==> src/rtl/rs485_tx_pkg.sv <==
package rs485_tx_pkg;

  localparam logic [15:0] CRC_SEED = 16'hFFFF;
  localparam logic [15:0] CRC_POLY = 16'hA001;

  typedef enum logic [3:0] {
    ST_IDLE,
    ST_CRC_ADDR,
    ST_CRC_LOAD,
    ST_CRC_BIT,
    ST_BODY_ADDR,
    ST_BODY_LOAD,
    ST_TAIL,
    ST_HOLD,
    ST_DRAIN
  } tx_state_e;

endpackage

==> src/rtl/rs485_crc16_serial.sv <==
module rs485_crc16_serial
  import rs485_tx_pkg::*;
(
  input  logic        clk,
  input  logic        rst,
  input  logic        init_i,
  input  logic        load_i,
  input  logic [7:0]  data_i,
  input  logic        step_i,
  output logic [15:0] crc_o
);

  logic [15:0] crc_q;
  logic [7:0]  shreg_q;
  logic        fb;

  // feedback bit: outgoing CRC bit combined with the next data bit (LSB first)
  assign fb = crc_q[0] ^ shreg_q[0];

  always_ff @(posedge clk) begin
    if (rst) begin
      crc_q   <= CRC_SEED;
      shreg_q <= '0;
    end else if (init_i) begin
      crc_q   <= CRC_SEED;
    end else if (load_i) begin
      shreg_q <= data_i;
    end else if (step_i) begin
      crc_q   <= (crc_q >> 1) ^ (fb ? CRC_POLY : 16'h0000);
      shreg_q <= shreg_q >> 1;
    end
  end

  assign crc_o = crc_q;

  AST_CRC_SEEDED: assert property (@(posedge clk) disable iff (rst)
    init_i |=> (crc_o == CRC_SEED));

  AST_CRC_ONE_OP: assert property (@(posedge clk) disable iff (rst)
    !(load_i && step_i) && !(init_i && step_i));

endmodule

==> src/rtl/rs485_drain_tracker.sv <==
module rs485_drain_tracker #(
  parameter int MAX_LEN = 128,
  localparam int CNT_W = $clog2(MAX_LEN + 3)
) (
  input  logic             clk,
  input  logic             rst,
  input  logic             clear_i,
  input  logic             count_en_i,
  input  logic             cmpl_i,
  input  logic [CNT_W-1:0] total_i,
  output logic             drained_o
);

  logic [CNT_W-1:0] cnt_q;
  logic [CNT_W-1:0] cnt_inc;

  assign cnt_inc   = cnt_q + CNT_W'(cmpl_i);
  assign drained_o = count_en_i && (cnt_inc >= total_i);

  always_ff @(posedge clk) begin
    if (rst || clear_i) begin
      cnt_q <= '0;
    end else if (count_en_i && cmpl_i && (cnt_q < total_i)) begin
      cnt_q <= cnt_inc;
    end
  end

  AST_CMPL_BOUND: assert property (@(posedge clk) disable iff (rst)
    count_en_i |-> (cnt_q <= total_i));

endmodule

==> src/rtl/rs485_tx_ctrl.sv <==
module rs485_tx_ctrl
  import rs485_tx_pkg::*;
#(
  parameter int MAX_LEN = 128,
  localparam int LEN_W  = $clog2(MAX_LEN + 1),
  localparam int ADDR_W = $clog2(MAX_LEN),
  localparam int CNT_W  = $clog2(MAX_LEN + 3)
) (
  input  logic              clk,
  input  logic              rst,
  input  logic              start_i,
  input  logic [LEN_W-1:0]  frame_len_i,
  output logic [ADDR_W-1:0] buf_addr_o,
  input  logic [7:0]        buf_data_i,
  output logic [7:0]        tx_data_o,
  output logic              tx_valid_o,
  input  logic              tx_ready_i,
  input  logic [15:0]       crc_i,
  output logic              crc_init_o,
  output logic              crc_load_o,
  output logic              crc_step_o,
  output logic              cnt_clear_o,
  output logic [CNT_W-1:0]  total_o,
  input  logic              drained_i,
  output logic              de_o,
  output logic              busy_o,
  output logic              done_o
);

  tx_state_e        state_q;
  logic [LEN_W-1:0] len_q;
  logic [LEN_W-1:0] idx_q;
  logic [CNT_W-1:0] sent_q;
  logic [2:0]       bit_q;
  logic [CNT_W-1:0] len_ext;
  logic [CNT_W-1:0] sent_nxt;
  logic             accept;
  logic             last_body_crc;

  assign accept        = (state_q == ST_IDLE) && start_i;
  assign len_ext       = CNT_W'(len_q);
  assign sent_nxt      = sent_q + CNT_W'(1);
  assign last_body_crc = ((idx_q + LEN_W'(1)) == len_q);

  assign crc_init_o  = accept;
  assign crc_load_o  = (state_q == ST_CRC_LOAD);
  assign crc_step_o  = (state_q == ST_CRC_BIT);
  assign cnt_clear_o = accept;
  assign total_o     = len_ext + CNT_W'(2);
  assign buf_addr_o  = idx_q[ADDR_W-1:0];

  always_ff @(posedge clk) begin
    if (rst) begin
      state_q    <= ST_IDLE;
      len_q      <= '0;
      idx_q      <= '0;
      sent_q     <= '0;
      bit_q      <= '0;
      tx_data_o  <= '0;
      tx_valid_o <= 1'b0;
      de_o       <= 1'b0;
      busy_o     <= 1'b0;
      done_o     <= 1'b0;
    end else begin
      done_o <= 1'b0;
      case (state_q)
        ST_IDLE: begin
          if (start_i) begin
            len_q   <= frame_len_i;
            idx_q   <= '0;
            sent_q  <= '0;
            de_o    <= 1'b1;
            busy_o  <= 1'b1;
            state_q <= (frame_len_i == '0) ? ST_TAIL : ST_CRC_ADDR;
          end
        end
        ST_CRC_ADDR: state_q <= ST_CRC_LOAD;
        ST_CRC_LOAD: begin
          bit_q   <= '0;
          state_q <= ST_CRC_BIT;
        end
        ST_CRC_BIT: begin
          bit_q <= bit_q + 3'd1;
          if (bit_q == 3'd7) begin
            if (last_body_crc) begin
              idx_q   <= '0;
              state_q <= ST_BODY_ADDR;
            end else begin
              idx_q   <= idx_q + LEN_W'(1);
              state_q <= ST_CRC_ADDR;
            end
          end
        end
        ST_BODY_ADDR: state_q <= ST_BODY_LOAD;
        ST_BODY_LOAD: begin
          tx_data_o  <= buf_data_i;
          tx_valid_o <= 1'b1;
          state_q    <= ST_HOLD;
        end
        ST_TAIL: begin
          tx_data_o  <= (sent_q == len_ext) ? crc_i[7:0] : crc_i[15:8];
          tx_valid_o <= 1'b1;
          state_q    <= ST_HOLD;
        end
        ST_HOLD: begin
          if (tx_ready_i) begin
            tx_valid_o <= 1'b0;
            sent_q     <= sent_nxt;
            if (sent_nxt == total_o) begin
              state_q <= ST_DRAIN;
            end else if (sent_nxt < len_ext) begin
              idx_q   <= idx_q + LEN_W'(1);
              state_q <= ST_BODY_ADDR;
            end else begin
              state_q <= ST_TAIL;
            end
          end
        end
        ST_DRAIN: begin
          if (drained_i) begin
            de_o    <= 1'b0;
            busy_o  <= 1'b0;
            done_o  <= 1'b1;
            state_q <= ST_IDLE;
          end
        end
        default: state_q <= ST_IDLE;
      endcase
    end
  end

  AST_VALID_NEEDS_DE: assert property (@(posedge clk) disable iff (rst)
    tx_valid_o |-> de_o);

  AST_VALID_HOLD: assert property (@(posedge clk) disable iff (rst)
    (tx_valid_o && !tx_ready_i) |=> (tx_valid_o && $stable(tx_data_o)));

  AST_DONE_RELEASES: assert property (@(posedge clk) disable iff (rst)
    done_o |-> (!de_o && !busy_o && $past(de_o)));

  AST_DONE_SINGLE: assert property (@(posedge clk) disable iff (rst)
    done_o |=> !done_o);

  AST_LEN_STABLE: assert property (@(posedge clk) disable iff (rst)
    (busy_o && $past(busy_o)) |-> $stable(len_q));

endmodule

==> src/rtl/rs485_reply_tx.sv <==
module rs485_reply_tx #(
  parameter int MAX_LEN = 128,
  localparam int LEN_W  = $clog2(MAX_LEN + 1),
  localparam int ADDR_W = $clog2(MAX_LEN),
  localparam int CNT_W  = $clog2(MAX_LEN + 3)
) (
  input  logic              clk,
  input  logic              rst,
  input  logic              start_i,
  input  logic [LEN_W-1:0]  frame_len_i,
  output logic [ADDR_W-1:0] buf_addr_o,
  input  logic [7:0]        buf_data_i,
  output logic [7:0]        tx_data_o,
  output logic              tx_valid_o,
  input  logic              tx_ready_i,
  input  logic              tx_cmpl_i,
  output logic              de_o,
  output logic              busy_o,
  output logic              done_o
);

  logic [15:0]      crc;
  logic             crc_init;
  logic             crc_load;
  logic             crc_step;
  logic             cnt_clear;
  logic [CNT_W-1:0] total;
  logic             drained;

  rs485_crc16_serial u_crc (
    .clk    (clk),
    .rst    (rst),
    .init_i (crc_init),
    .load_i (crc_load),
    .data_i (buf_data_i),
    .step_i (crc_step),
    .crc_o  (crc)
  );

  rs485_drain_tracker #(.MAX_LEN(MAX_LEN)) u_drain (
    .clk        (clk),
    .rst        (rst),
    .clear_i    (cnt_clear),
    .count_en_i (busy_o),
    .cmpl_i     (tx_cmpl_i),
    .total_i    (total),
    .drained_o  (drained)
  );

  rs485_tx_ctrl #(.MAX_LEN(MAX_LEN)) u_ctrl (
    .clk         (clk),
    .rst         (rst),
    .start_i     (start_i),
    .frame_len_i (frame_len_i),
    .buf_addr_o  (buf_addr_o),
    .buf_data_i  (buf_data_i),
    .tx_data_o   (tx_data_o),
    .tx_valid_o  (tx_valid_o),
    .tx_ready_i  (tx_ready_i),
    .crc_i       (crc),
    .crc_init_o  (crc_init),
    .crc_load_o  (crc_load),
    .crc_step_o  (crc_step),
    .cnt_clear_o (cnt_clear),
    .total_o     (total),
    .drained_i   (drained),
    .de_o        (de_o),
    .busy_o      (busy_o),
    .done_o      (done_o)
  );

endmodule

==> config.mk <==
export PLATFORM = sky130hd
export DESIGN_NAME = rs485_reply_tx
export DESIGN_NICKNAME = d
export VERILOG_FILES = /design/src/rtl/rs485_tx_pkg.sv /design/src/rtl/rs485_crc16_serial.sv /design/src/rtl/rs485_drain_tracker.sv /design/src/rtl/rs485_tx_ctrl.sv /design/src/rtl/rs485_reply_tx.sv
export SDC_FILE = /design/constraint.sdc
export NUM_CORES = 1
export LEC_CHECK = 0
export ABC_AREA = 0
export BUFFER_PORTS_ARGS = -buffer_cell sky130_fd_sc_hd__buf_4
export CORE_MARGIN = 4
export CORE_UTILIZATION = 35
export DETAILED_ROUTE_END_ITERATION = 7
export SLEW_MARGIN = 20
export SYNTH_ARGS = -nofsm -noshare
export SYNTH_HDL_FRONTEND = slang
export SYNTH_SLANG_ARGS = --single-unit
==> constraint.sdc <==
create_clock -name clk -period 4.21 [get_ports clk]
set_input_delay 0.842 -clock clk [delete_from_list [all_inputs] [get_ports clk]]
set_output_delay 0.842 -clock clk [all_outputs]
set_load 0.01 [all_outputs]
==> results.tsv <==
metric	value	unit
via count	4013	
Post-Route WL	11300	um
post-CTS setup buffers	0	
clock transition at the registers of the reported paths	0.06	ns
DRT antenna net count	0	
drt first pass iters	5	
worst hold slack	0.463	ns
r2r worst-path depth	11	
number of antenna diodes	0	
register share of total power	40.1	%
IO Port Bufs	39	
Hold Path End	u_ctrl.tx_valid_o$_SDFFE_PP0P_	
commonest non-fill, non-tap cell in the layout	dfxtp_1	
starting density of the core	36.2	%
crit path kind	reg2reg	
crit-path max cell delay	0.50	ns
ys async rst share	0	%
Hold Vio Cnt, Final	0	
relative slew slack	36.7	%
RSZ-0062 raised after global routing	no	
maximum vdd ir drop	0.164	mV
num rows	41	
# resized after CTS	0	
Clk pwr share	40.7	%
post-layout utilization of the core	41.2	%
first-pass GRT wire length	19100	um
hold depth	2	
dominant cell type by area after synthesis	dfxtp_1	
Finished Cell Area	5280	um2
Worst Hold Class	reg2reg	
Gate Count Post-Synth	564	
DRC	0	
Initial DRC Count	168	
Max Clock Skew	0.0104	ns
DR WL/cell	15.0	um
largest net degree at the start of global routing	45	
syn_nets	614	
Core Area	12800	um2
final max-slew violation count	0	
io pins	40	
number of vias per cell	5.32	
CTS Buffer Depth	2	
Syn-to-layout area delta	13.7	%
Max FO, Critical Path	8	
Synth area leaders	dfxtp_1 32%, ha_1 7.8%, nor2_1 5.7%	
Worst Setup End Kind	flip-flop	
Comb power frac	19.3	%
setup total negative slack	0	ns
status	completed	
DIE AREA	15200	um2
synthesized area	4650	um2
Final Cycle Share	75.3	%
overall routing resource usage	15.9	%
worst-path cell chain	ha_1 -> nand2_1 -> o21ai_0 -> nand2_1 -> ha_1 -> a21oi_1 -> nor3b_1 -> a21oi_1 -> a41o_1 -> nor4b_4 -> a32o_2	
most frequent cells in the layout	74 x dfxtp_1, 71 x nor2_1, 57 x nand2_1, 43 x buf_4, 32 x nand3_1	
Yosys top cell area share	31.9	%
Fmax	0.316	GHz
YS warnings	0	
HPWL Detailed	8570	um
Die Y	123	um
placed cell area	4970	um2
Post-synth EDFFs	0	
Leakage	2.29	nW
Placer Congestion	0.873	
worst r2r src	u_ctrl.sent_q[0]$_SDFFE_PP0P_	
Post-CTS Hold Fix Bufs	0	
switch share	29.1	%
vias in the first global route	3914	
die width	123	um
Clock Root Buffer	clkbuf_16	
r2r setup slk	1.04	ns
initial antenna violation count	0	
Required @ worst endpoint	4.49	ns
Clock Latency Late Sink	0.34	ns
CTS tree	done	
gr ovfl total	0	
Worst Tran Pin Value	0.946	ns
R2R Path End	u_ctrl.idx_q[2]$_SDFFE_PP0P_	
sequential element share of the synthesized area	31.9	%
internal power	1.39	mW
Post-synth top flop	dfxtp_1	
Sink Count	74	
min Tclk post-route	3.17	ns
final cell count without fillers	754	
MaxCap Viol Count	0	
Crit-path slowest cell	nor4b_4	
count of cell types in the netlist	68	
Cell Pwr Density	372	nW/um2
worst hold path startpoint	u_ctrl.tx_valid_o$_SDFFE_PP0P_	
Avg Cell Area, Syn	8.24	um2
setup violators final	0	
Critical Path AT	3.45	ns
CTS H-Tree Depth	3	
share of layout cells above drive strength 1	13.2	%
Synth Register Bits	74	
Placed Cells	738	
NetSw	0.572	mW
FILL cells	1288	
# nets final	627	
crit path launch type	flip-flop	
CTS buffer count	9	
-- registers in the layout (all words and copies together) (netlist names) --
register / count
u_crc.crc_o: 16
u_crc.shreg_q: 8
u_ctrl.idx_q: 8
u_ctrl.len_ext: 8
u_ctrl.sent_q: 8
u_ctrl.tx_data_o: 8
u_drain.cnt_q: 8
u_ctrl.state_q: 4
u_ctrl.bit_q: 3
u_ctrl.de_o: 1
u_ctrl.done_o: 1
u_ctrl.tx_valid_o: 1
-- per-layer routing --
layer,GRT usage (%),wire [um],vias to the layer above
met5,0,0,-
met4,7.27,241,0
met3,3.16,465,19
met2,25.1,5200,79
met1,20.8,5420,1868
li1,-,-,2047
-- cells by family after synthesis --
logic type                 after synthesis  share of synthesized area [%]
DFF                                     74                           31.9
and+or+nand+nor                        212                           21.9
AOI/OAI and AO/OA                      128                           20.1
muxes                                   24                           5.17
adders and majority gates               29                           7.81
xor gates and xnor gates                37                           6.97
buffers and inverters                   60                           6.16
-- how the worst max path moves through the flow --
stage          cells past startpoint  slack (ns)                     startpoint                      endpoint
5_1_grt                           11        0.75  u_ctrl.sent_q[1]$_SDFFE_PP0P_  u_ctrl.idx_q[2]$_SDFFE_PP0P_
6_report                          11        1.04  u_ctrl.sent_q[0]$_SDFFE_PP0P_  u_ctrl.idx_q[2]$_SDFFE_PP0P_
3_3_place_gp                      11        1.22  u_ctrl.sent_q[0]$_SDFFE_PP0P_  u_ctrl.idx_q[3]$_SDFFE_PP0P_
3_5_place_dp                      11        1.09  u_ctrl.sent_q[0]$_SDFFE_PP0P_  u_ctrl.idx_q[2]$_SDFFE_PP0P_
4_1_cts                           11        1.08  u_ctrl.sent_q[0]$_SDFFE_PP0P_  u_ctrl.idx_q[2]$_SDFFE_PP0P_
2_1_floorplan                     12        1.46  u_ctrl.sent_q[0]$_SDFFE_PP0P_  u_ctrl.idx_q[2]$_SDFFE_PP0P_
-- layout make-up --
| cell class | instances | area [um2] | area share, % |
|---|---|---|---|
| Multi-Input combinational cell | 430 | 2880 | 54.5 |
| Inverter | 19 | 71.3 | 1.35 |
| Timing Repair Buffer | 43 | 323 | 6.11 |
| Sequential cell | 74 | 1480 | 28.0 |
| Clock inverter | 5 | 60.1 | 1.14 |
| Clock buffer | 11 | 253 | 4.78 |
| Tap cell | 172 | 215 | 4.07 |
-- critical path, delay by kind of cell, from the launching register on --
kind	cells	cell delay, ns
simple gates	4	0.96
flops	1	0.41
fa+ha+maj	2	0.61
compound gates	5	1.14
-- metrics by stage --
stage | setup slack, ns | total power [mW]
final | 1.04 | 1.97
after global routing | 0.749 | 2.07
after CTS | 1.08 | 1.99
after detailed placement | 1.09 | 1.18
after global placement | 1.22 | 1.18
after floorplan | 1.46 | 1.10
-- power by group through the flow --
| stage | logic (mW) | clock network [mW] | registers (mW) |
|---|---|---|---|
| 2_1_floorplan | 0.324 | 0 | 0.772 |
| 3_3_place_gp | 0.374 | 0 | 0.802 |
| 3_5_place_dp | 0.380 | 0 | 0.804 |
| 4_1_cts | 0.381 | 0.820 | 0.788 |
| 5_1_grt | 0.427 | 0.851 | 0.795 |
| 6_report | 0.379 | 0.800 | 0.788 |
-- cell usage after synthesis, types with 7 or more instances --
library cell,number
dfxtp_1,74
nor2_1,71
nand2_1,57
nand3_1,32
ha_1,29
a21oi_1,26
mux2i_1,24
xor2_1,21
clkbuf_1,20
a211oi_1,19
inv_1,18
xnor2_1,16
o21ai_0,12
buf_4,10
a22oi_1,9
nand2b_1,8
buf_2,7
(Power assumes the default switching activity.)
